[config.mk]
export PLATFORM = sky130hd
export DESIGN_NAME = rcon_key_expander
export DESIGN_NICKNAME = d
export VERILOG_FILES = /design/src/rtl/rke_pkg.sv /design/src/rtl/rke_rcon.sv /design/src/rtl/rke_word_path.sv /design/src/rtl/rke_store.sv /design/src/rtl/rcon_key_expander.sv
export SDC_FILE = /design/constraint.sdc
export NUM_CORES = 2
export LEC_CHECK = 0
export ABC_AREA = 1
export BUFFER_PORTS_ARGS = -buffer_cell sky130_fd_sc_hd__buf_2
export CORE_MARGIN = 1.5
export CORE_UTILIZATION = 30
export DETAILED_ROUTE_END_ITERATION = 12
export GPL_ROUTABILITY_DRIVEN = 1
export PLACE_DENSITY = 0.54
export SLEW_MARGIN = 20
export SYNTH_ARGS = -nofsm -noshare
export SYNTH_HDL_FRONTEND = slang
export SYNTH_SLANG_ARGS = --single-unit
[constraint.sdc]
create_clock -name clk -period 5.7 [get_ports clk]
set_input_delay 0.285 -clock clk [delete_from_list [all_inputs] [get_ports clk]]
set_output_delay 0.285 -clock clk [all_outputs]
set_load 0.02 [all_outputs]
[src/rtl/rke_pkg.sv]
package rke_pkg;
  localparam int unsigned WORD_W = 32;
  typedef logic [WORD_W-1:0] word_t;

  function automatic logic [7:0] gf_double(input logic [7:0] v, input logic [7:0] low_poly);
    gf_double = v[7] ? ({v[6:0], 1'b0} ^ low_poly) : {v[6:0], 1'b0};
  endfunction

  function automatic word_t rot_word(input word_t v);
    rot_word = {v[23:0], v[31:24]};
  endfunction
endpackage

[src/rtl/rke_rcon.sv]
module rke_rcon #(
  parameter logic [7:0] LOW_POLY = 8'h1D
) (
  input  logic       clk,
  input  logic       rst_n,
  input  logic       restart,
  input  logic       advance,
  output logic [7:0] rc
);
  import rke_pkg::*;

  always_ff @(posedge clk or negedge rst_n) begin
    if (!rst_n)       rc <= 8'h01;
    else if (restart) rc <= 8'h01;
    else if (advance) rc <= gf_double(rc, LOW_POLY);
  end

  // the constant is never zero in a field
  a_r5_rc_nonzero: assert property (@(posedge clk) disable iff (!rst_n) rc != 8'h00);
  // wrap past the top bit uses the alternate reduction
  a_r5_wrap_value: assert property (@(posedge clk) disable iff (!rst_n)
    (advance && !restart && rc == 8'h80) |=> rc == 8'h1D);
  a_r5_after_wrap: assert property (@(posedge clk) disable iff (!rst_n)
    (advance && !restart && rc == 8'h1D) |=> rc == 8'h3A);
endmodule

[src/rtl/rke_word_path.sv]
module rke_word_path #(
  parameter int unsigned NK = 4
) (
  input  logic             clk,
  input  logic             rst_n,
  input  logic             load,
  input  logic [NK*32-1:0] seed,
  input  logic             step,
  input  logic             round_word,
  input  logic [7:0]       rc,
  output logic [31:0]      sub_query,
  input  logic [31:0]      sub_reply,
  output logic [31:0]      next_word
);
  import rke_pkg::*;

  word_t win [NK];
  word_t temp;

  assign sub_query = rot_word(win[NK-1]);
  assign temp      = round_word ? (sub_reply ^ {rc, 24'h0}) : win[NK-1];
  assign next_word = win[0] ^ temp;

  generate
    for (genvar g = 0; g < NK; g++) begin : g_win
      always_ff @(posedge clk or negedge rst_n) begin
        if (!rst_n)    win[g] <= '0;
        else if (load) win[g] <= seed[(NK-1-g)*32 +: 32];
        else if (step) begin
          if (g == NK-1) win[g] <= next_word;
          else           win[g] <= win[g+1];
        end
      end
    end
  endgenerate

  // the window slides by one word per step
  a_r3_window_slides: assert property (@(posedge clk) disable iff (!rst_n)
    (step && !load) |=> win[0] == $past(win[1]));
endmodule

[src/rtl/rke_store.sv]
module rke_store #(
  parameter int unsigned NWORDS = 44,
  parameter int unsigned NK     = 4,
  parameter int unsigned PTR_W  = 6,
  parameter int unsigned IDX_W  = 4
) (
  input  logic             clk,
  input  logic             rst_n,
  input  logic             load,
  input  logic [NK*32-1:0] seed,
  input  logic             wr_en,
  input  logic [PTR_W-1:0] wr_ptr,
  input  logic [31:0]      wr_word,
  input  logic [IDX_W-1:0] rd_idx,
  output logic [NK*32-1:0] rd_key
);
  localparam int unsigned NKEYS = NWORDS / NK;

  logic [31:0] mem [NWORDS];

  always_ff @(posedge clk or negedge rst_n) begin
    if (!rst_n) begin
      for (int i = 0; i < NWORDS; i++) mem[i] <= '0;
    end else if (load) begin
      for (int i = 0; i < NK; i++) mem[i] <= seed[(NK-1-i)*32 +: 32];
    end else if (wr_en && int'(wr_ptr) < NWORDS) begin
      mem[wr_ptr] <= wr_word;
    end
  end

  always_comb begin
    rd_key = '0;
    if (int'(rd_idx) < NKEYS) begin
      for (int j = 0; j < NK; j++)
        rd_key[(NK-1-j)*32 +: 32] = mem[int'(rd_idx)*NK + j];
    end
  end

  // the seed lands in the first words
  a_r2_seed_stored: assert property (@(posedge clk) disable iff (!rst_n)
    load |=> (mem[0] == $past(seed[NK*32-1 -: 32])));
endmodule

[src/rtl/rcon_key_expander.sv]
module rcon_key_expander #(
  parameter int unsigned ROUNDS   = 10,
  parameter logic [7:0]  LOW_POLY = 8'h1D
) (
  input  logic         clk,
  input  logic         rst_n,
  input  logic         load_valid,
  output logic         load_ready,
  input  logic [127:0] seed_key,
  output logic [31:0]  sub_query,
  input  logic [31:0]  sub_reply,
  input  logic [3:0]   rk_idx,
  output logic [127:0] rk_data,
  output logic         key_rdy
);
  localparam int unsigned NK     = 4;
  localparam int unsigned NWORDS = NK * (ROUNDS + 1);
  localparam int unsigned PTR_W  = $clog2(NWORDS + 1);
  localparam int unsigned IDX_W  = 4;
  localparam logic [PTR_W-1:0] LAST = PTR_W'(NWORDS - 1);

  logic             busy;
  logic [PTR_W-1:0] ptr;
  logic             load_fire;
  logic             round_word;
  logic [7:0]       rc;
  logic [31:0]      next_word;

  assign load_ready = !busy;
  assign load_fire  = load_valid && load_ready;
  assign round_word = (ptr[1:0] == 2'b00);

  always_ff @(posedge clk or negedge rst_n) begin
    if (!rst_n) begin
      busy    <= 1'b0;
      ptr     <= '0;
      key_rdy <= 1'b0;
    end else if (load_fire) begin
      busy    <= 1'b1;
      ptr     <= PTR_W'(NK);
      key_rdy <= 1'b0;
    end else if (busy) begin
      ptr <= ptr + 1'b1;
      if (ptr == LAST) begin
        busy    <= 1'b0;
        key_rdy <= 1'b1;
      end
    end
  end

  rke_rcon #(.LOW_POLY(LOW_POLY)) rcon_i (
    .clk     (clk),
    .rst_n   (rst_n),
    .restart (load_fire),
    .advance (busy && round_word),
    .rc      (rc)
  );

  rke_word_path #(.NK(NK)) path_i (
    .clk        (clk),
    .rst_n      (rst_n),
    .load       (load_fire),
    .seed       (seed_key),
    .step       (busy),
    .round_word (round_word),
    .rc         (rc),
    .sub_query  (sub_query),
    .sub_reply  (sub_reply),
    .next_word  (next_word)
  );

  rke_store #(.NWORDS(NWORDS), .NK(NK), .PTR_W(PTR_W), .IDX_W(IDX_W)) store_i (
    .clk     (clk),
    .rst_n   (rst_n),
    .load    (load_fire),
    .seed    (seed_key),
    .wr_en   (busy),
    .wr_ptr  (ptr),
    .wr_word (next_word),
    .rd_idx  (rk_idx),
    .rd_key  (rk_data)
  );

  // ready rises only right after the last word is written
  a_r6_rdy_after_last: assert property (@(posedge clk) disable iff (!rst_n)
    $rose(key_rdy) |-> $past(ptr) == LAST);
  a_r6_not_rdy_busy: assert property (@(posedge clk) disable iff (!rst_n)
    busy |-> !key_rdy);
  // an accepted load drops the ready flag
  a_r8_load_clears: assert property (@(posedge clk) disable iff (!rst_n)
    load_fire |=> !key_rdy);
  // nothing is accepted while words are still being produced
  a_r7_no_accept_busy: assert property (@(posedge clk) disable iff (!rst_n)
    (busy && ptr != LAST) |=> !load_ready);
endmodule

==> out/metrics.csv <==
stage,metric,value,unit
timing,worst hold slack,0.05044,ns
yosys,Synth Warn #,0,
global_routing,vias in the first global route,57379,
route,Pre-Repair DR Iteration Count,8,
setup_path,Crit path arrival time,4.59,ns
yosys,Mapped Cells,8319,
global_routing,routing usage on met1,26.67,%
route,mean routed wirelength per cell,22.78,um
global_routing,grt ovf,0,
die,num ports,329,
job,MaxCap Viol Count,0,
power,Pint,27.29,mW
timing,final setup margin,1.801,ns
power,PwrDens,582.9,nW/um2
timing,Worst Tran Pin Value,1.080,ns
route,via/cell ratio,5.190,
clock_tree,clock root cell,clkbuf_16,
yosys,Syn Area/Cell,8.382,um2
yosys,"Seq/Total Area, Yosys",55.70,%
die,Die H,485.1,um
timing,max-slew violation count,0,
placed_design,placed cell count,11069,
clock_tree,Clock Path Buffers,3,
clock_tree,"CTS clk-pin slew, worst paths",0.06,ns
power,Sw Share,41.75,%
yosys,post-synth net total,8489,
timing,skew final,0.03146,ns
route,DRC violations left,0,
yosys,Unique masters post-synth,39,
final_layout,Final nets,8506,
clock_tree,H-tree lvl count,4,
final_layout,P&R area growth vs syn,15.28,%
global_routing,Tot GR Track Use,21.78,%
die,initial core utilization,30.24,%
global_routing,GR Util met2,38.67,%
global_routing,antenna violations before repair,14,
timing,slew margin rel.,27.99,%
die,Core ar.,230600,um2
setup_path,crit end category,register,
die,chip width,485.1,um
clock_tree,Resized Gates After CTS,0,
global_routing,first-pass GRT wire length,387.2,mm
route,initial drt markers,6018,
global_routing,GRT Max-Usage Layer,met2,
global_routing,largest net degree at the start of global routing,176,
route,vias post-DR,59612,
power,Comb pwr share,36.2,%
clock_tree,clk_lat worst skew,0.81,ns
placed_design,DP HPWL,171.2,mm
power,total power draw,46.85,mW
timing,max frequency,0.2565,GHz
placed_design,Final GP Congestion,0.8546,
die,total die area,235300,um2
yosys,"Cell Area, Synth",69730,um2
placed_design,pre-CTS WS,1.853,ns
setup_path,Setup CP Type,register to register,
power,sequential power share,41.0,%
route,final wirelength,261.6,mm
timing,final hold violations,0,
setup_path,Worst setup SP type,register,
status,outcome,"finished, final reports clean",
power,Clock Power Share,22.9,%
final_layout,share of layout cells above drive strength 1,9.709,%
timing,Tcrit/Tclk final,68.41,%
setup_path,Worst R2R Setup Slack,1.80,ns
global_routing,GR Util met3,2.522,%
timing,Period minus WS final,3.899,ns
clock_tree,total CTS buffers,163,
die,Rows,176,
placed_design,I/O Buffers,328,
clock_tree,clk sinks,1552,
yosys,Yosys reg bits,1552,
route,antenna-violating nets left,0,
power,P_sw,19.56,mW
timing,Final setup violation count,0,
setup_path,Worst Path Max Fanout,39,
hold_path,hold crit path type,primary input to register,
power,Peak VDD IR,418.0,uV
clock_tree,CTS tree,yes,
setup_path,Worst EP required,6.39,ns
final_layout,Post-Layout Cell Count,11485,
power,LEAKAGE,37.87,nW
timing,setup tns final,0,ns
timing,RSZ-0062 raised after global routing,no,
[synth_stat cells]
cell type	number	area [um2]
clkbuf_2	18	90.09
nor2_1	553	2076
o221ai_1	96	840.8
xnor2_1	3	26.28
o21ai_2	5	43.79
buf_2	136	680.7
nor3_2	2	20.02
ha_1	3	37.54
nor2_2	2	12.51
inv_1	289	1085
buf_6	2	22.52
xor2_1	43	376.6
a21oi_2	1	8.760
o22ai_1	7	43.79
inv_2	23	86.33
nor2_4	3	33.78
nand3_1	253	1266
nand2_2	7	43.79
a2bb2oi_1	128	1121
xor2_2	5	81.33
o21ai_1	60	300.3
nand4_1	269	1683
nor2_8	1	20.02
nor3_4	2	32.53
nand3_2	7	70.07
clkbuf_1	464	1742
nand2_4	6	67.56
a21oi_4	1	16.27
nand2_1	2479	9305
clkinv_1	4	15.01
a21oi_1	38	190.2
dfrtp_1	1551	38810
o21ai_0	1678	8398
dfstp_2	1	26.28
a22oi_1	1	7.510
inv_4	1	6.260
buf_4	34	255.2
o211ai_1	66	495.5
buf_1	77	289.0
[flip-flops by register name, summed over array words and instances (netlist names)]
name / cells
path_i.win: 96
path_i.sub_query: 32
ptr: 6
rcon_i.rc: 8
store_i.mem: 1408
key_rdy: 1
busy: 1
[cells in the final DEF (no fill, tap or decap), types with 20 or more instances in the layout]
master         netlist  routed
xor2_1              43      24
dfrtp_1           1551    1551
nor2_1             553     544
nand3_1            253     253
buf_4               34     111
clkbuf_1           464      37
o221ai_1            96      96
a2bb2oi_1          128     128
nand2_1           2479    2462
clkbuf_8             0      45
dlygate4sd3_1        0     128
buf_2              136     324
clkinv_2             0      20
a21oi_1             38      38
clkbuf_16            0     167
o21ai_1             60      60
inv_1              289     284
o211ai_1            66      66
nand4_1            269     269
nand2_2              7      22
o21ai_0           1678    1678
[routing by layer]
| metal | part of all wire, % | vias to the layer above |
|---|---|---|
| li1 | - | 27535 |
| met4 | 4.3 | 2 |
| met2 | 51 | 1897 |
| met1 | 39 | 29798 |
| met3 | 4.8 | 380 |
| met5 | 0.0050 | - |
[worst max-delay path, cell delays in order, from the launching register on]
cell      delay, ns
dfrtp_1        0.54
inv_4          0.25
a21oi_4        0.62
nand2_2        0.23
nor2_4         0.77
clkinv_1       0.91
o21ai_0        0.44
[metrics by stage]
stage	util [%]	area, um2
after floorplan	-	69730
after global placement	32.00	73770
after detailed placement	32.00	73780
after CTS	34.86	80370
after global routing	34.86	80370
final	34.86	80380
[logic make-up (layout without fill, tap and decap cells)]
family | count (synthesis) | count (layout) | share of synthesized area [%]
AOI/OAI and AO/OA | 2081 | 2081 | 16.44
DFF | 1552 | 1552 | 55.70
adders and majority gates | 3 | 3 | 0.05384
buffers and inverters | 1048 | 1185 | 6.126
xor gates and xnor gates | 51 | 51 | 0.6944
other | 0 | 3 | 0
and+or+nand+nor | 3584 | 3584 | 20.98
[power groups by stage]
stage	Sequential [mW]	Clock [mW]	Combinational, mW
floorplan	18.4	0	11.0
global placement	19.1	0	16.6
detailed placement	19.2	0	17.0
CTS	19.1	10.9	17.2
global route	19.8	11.4	18.9
finish	19.2	10.7	16.9
[path summary, 6_finish.rpt]
check                                      start                 to  depth (start not counted)
worst max-delay path                        busy   store_i.mem[889]                          6
worst min-delay path                 seed_key[0]  store_i.mem[1280]                          5
worst max register to register              busy   store_i.mem[889]                          6
worst min register to register  store_i.mem[393]   store_i.mem[393]                          2
max in group asynchronous                  rst_n  store_i.mem[1201]                          4
min in group asynchronous                  rst_n   store_i.mem[201]                          2
[area by class of cell]
type                       count  area (um2)
inverter                     317        1227
clock buffer                 249        4937
antenna                        3       7.507
fill                       23741      150200
tap                         3026        3786
multi-input combinational   5719       27090
clock inverter                36       371.6
timing repair buffer         583        4123
sequential                  1552       38840
[what timing repair did]
item	CTS	global route
endpoints found under the hold margin	348	0
hold buffers	128	0
setup buffers	0	0
No activity file was read; power rests on OpenSTA's default activity.
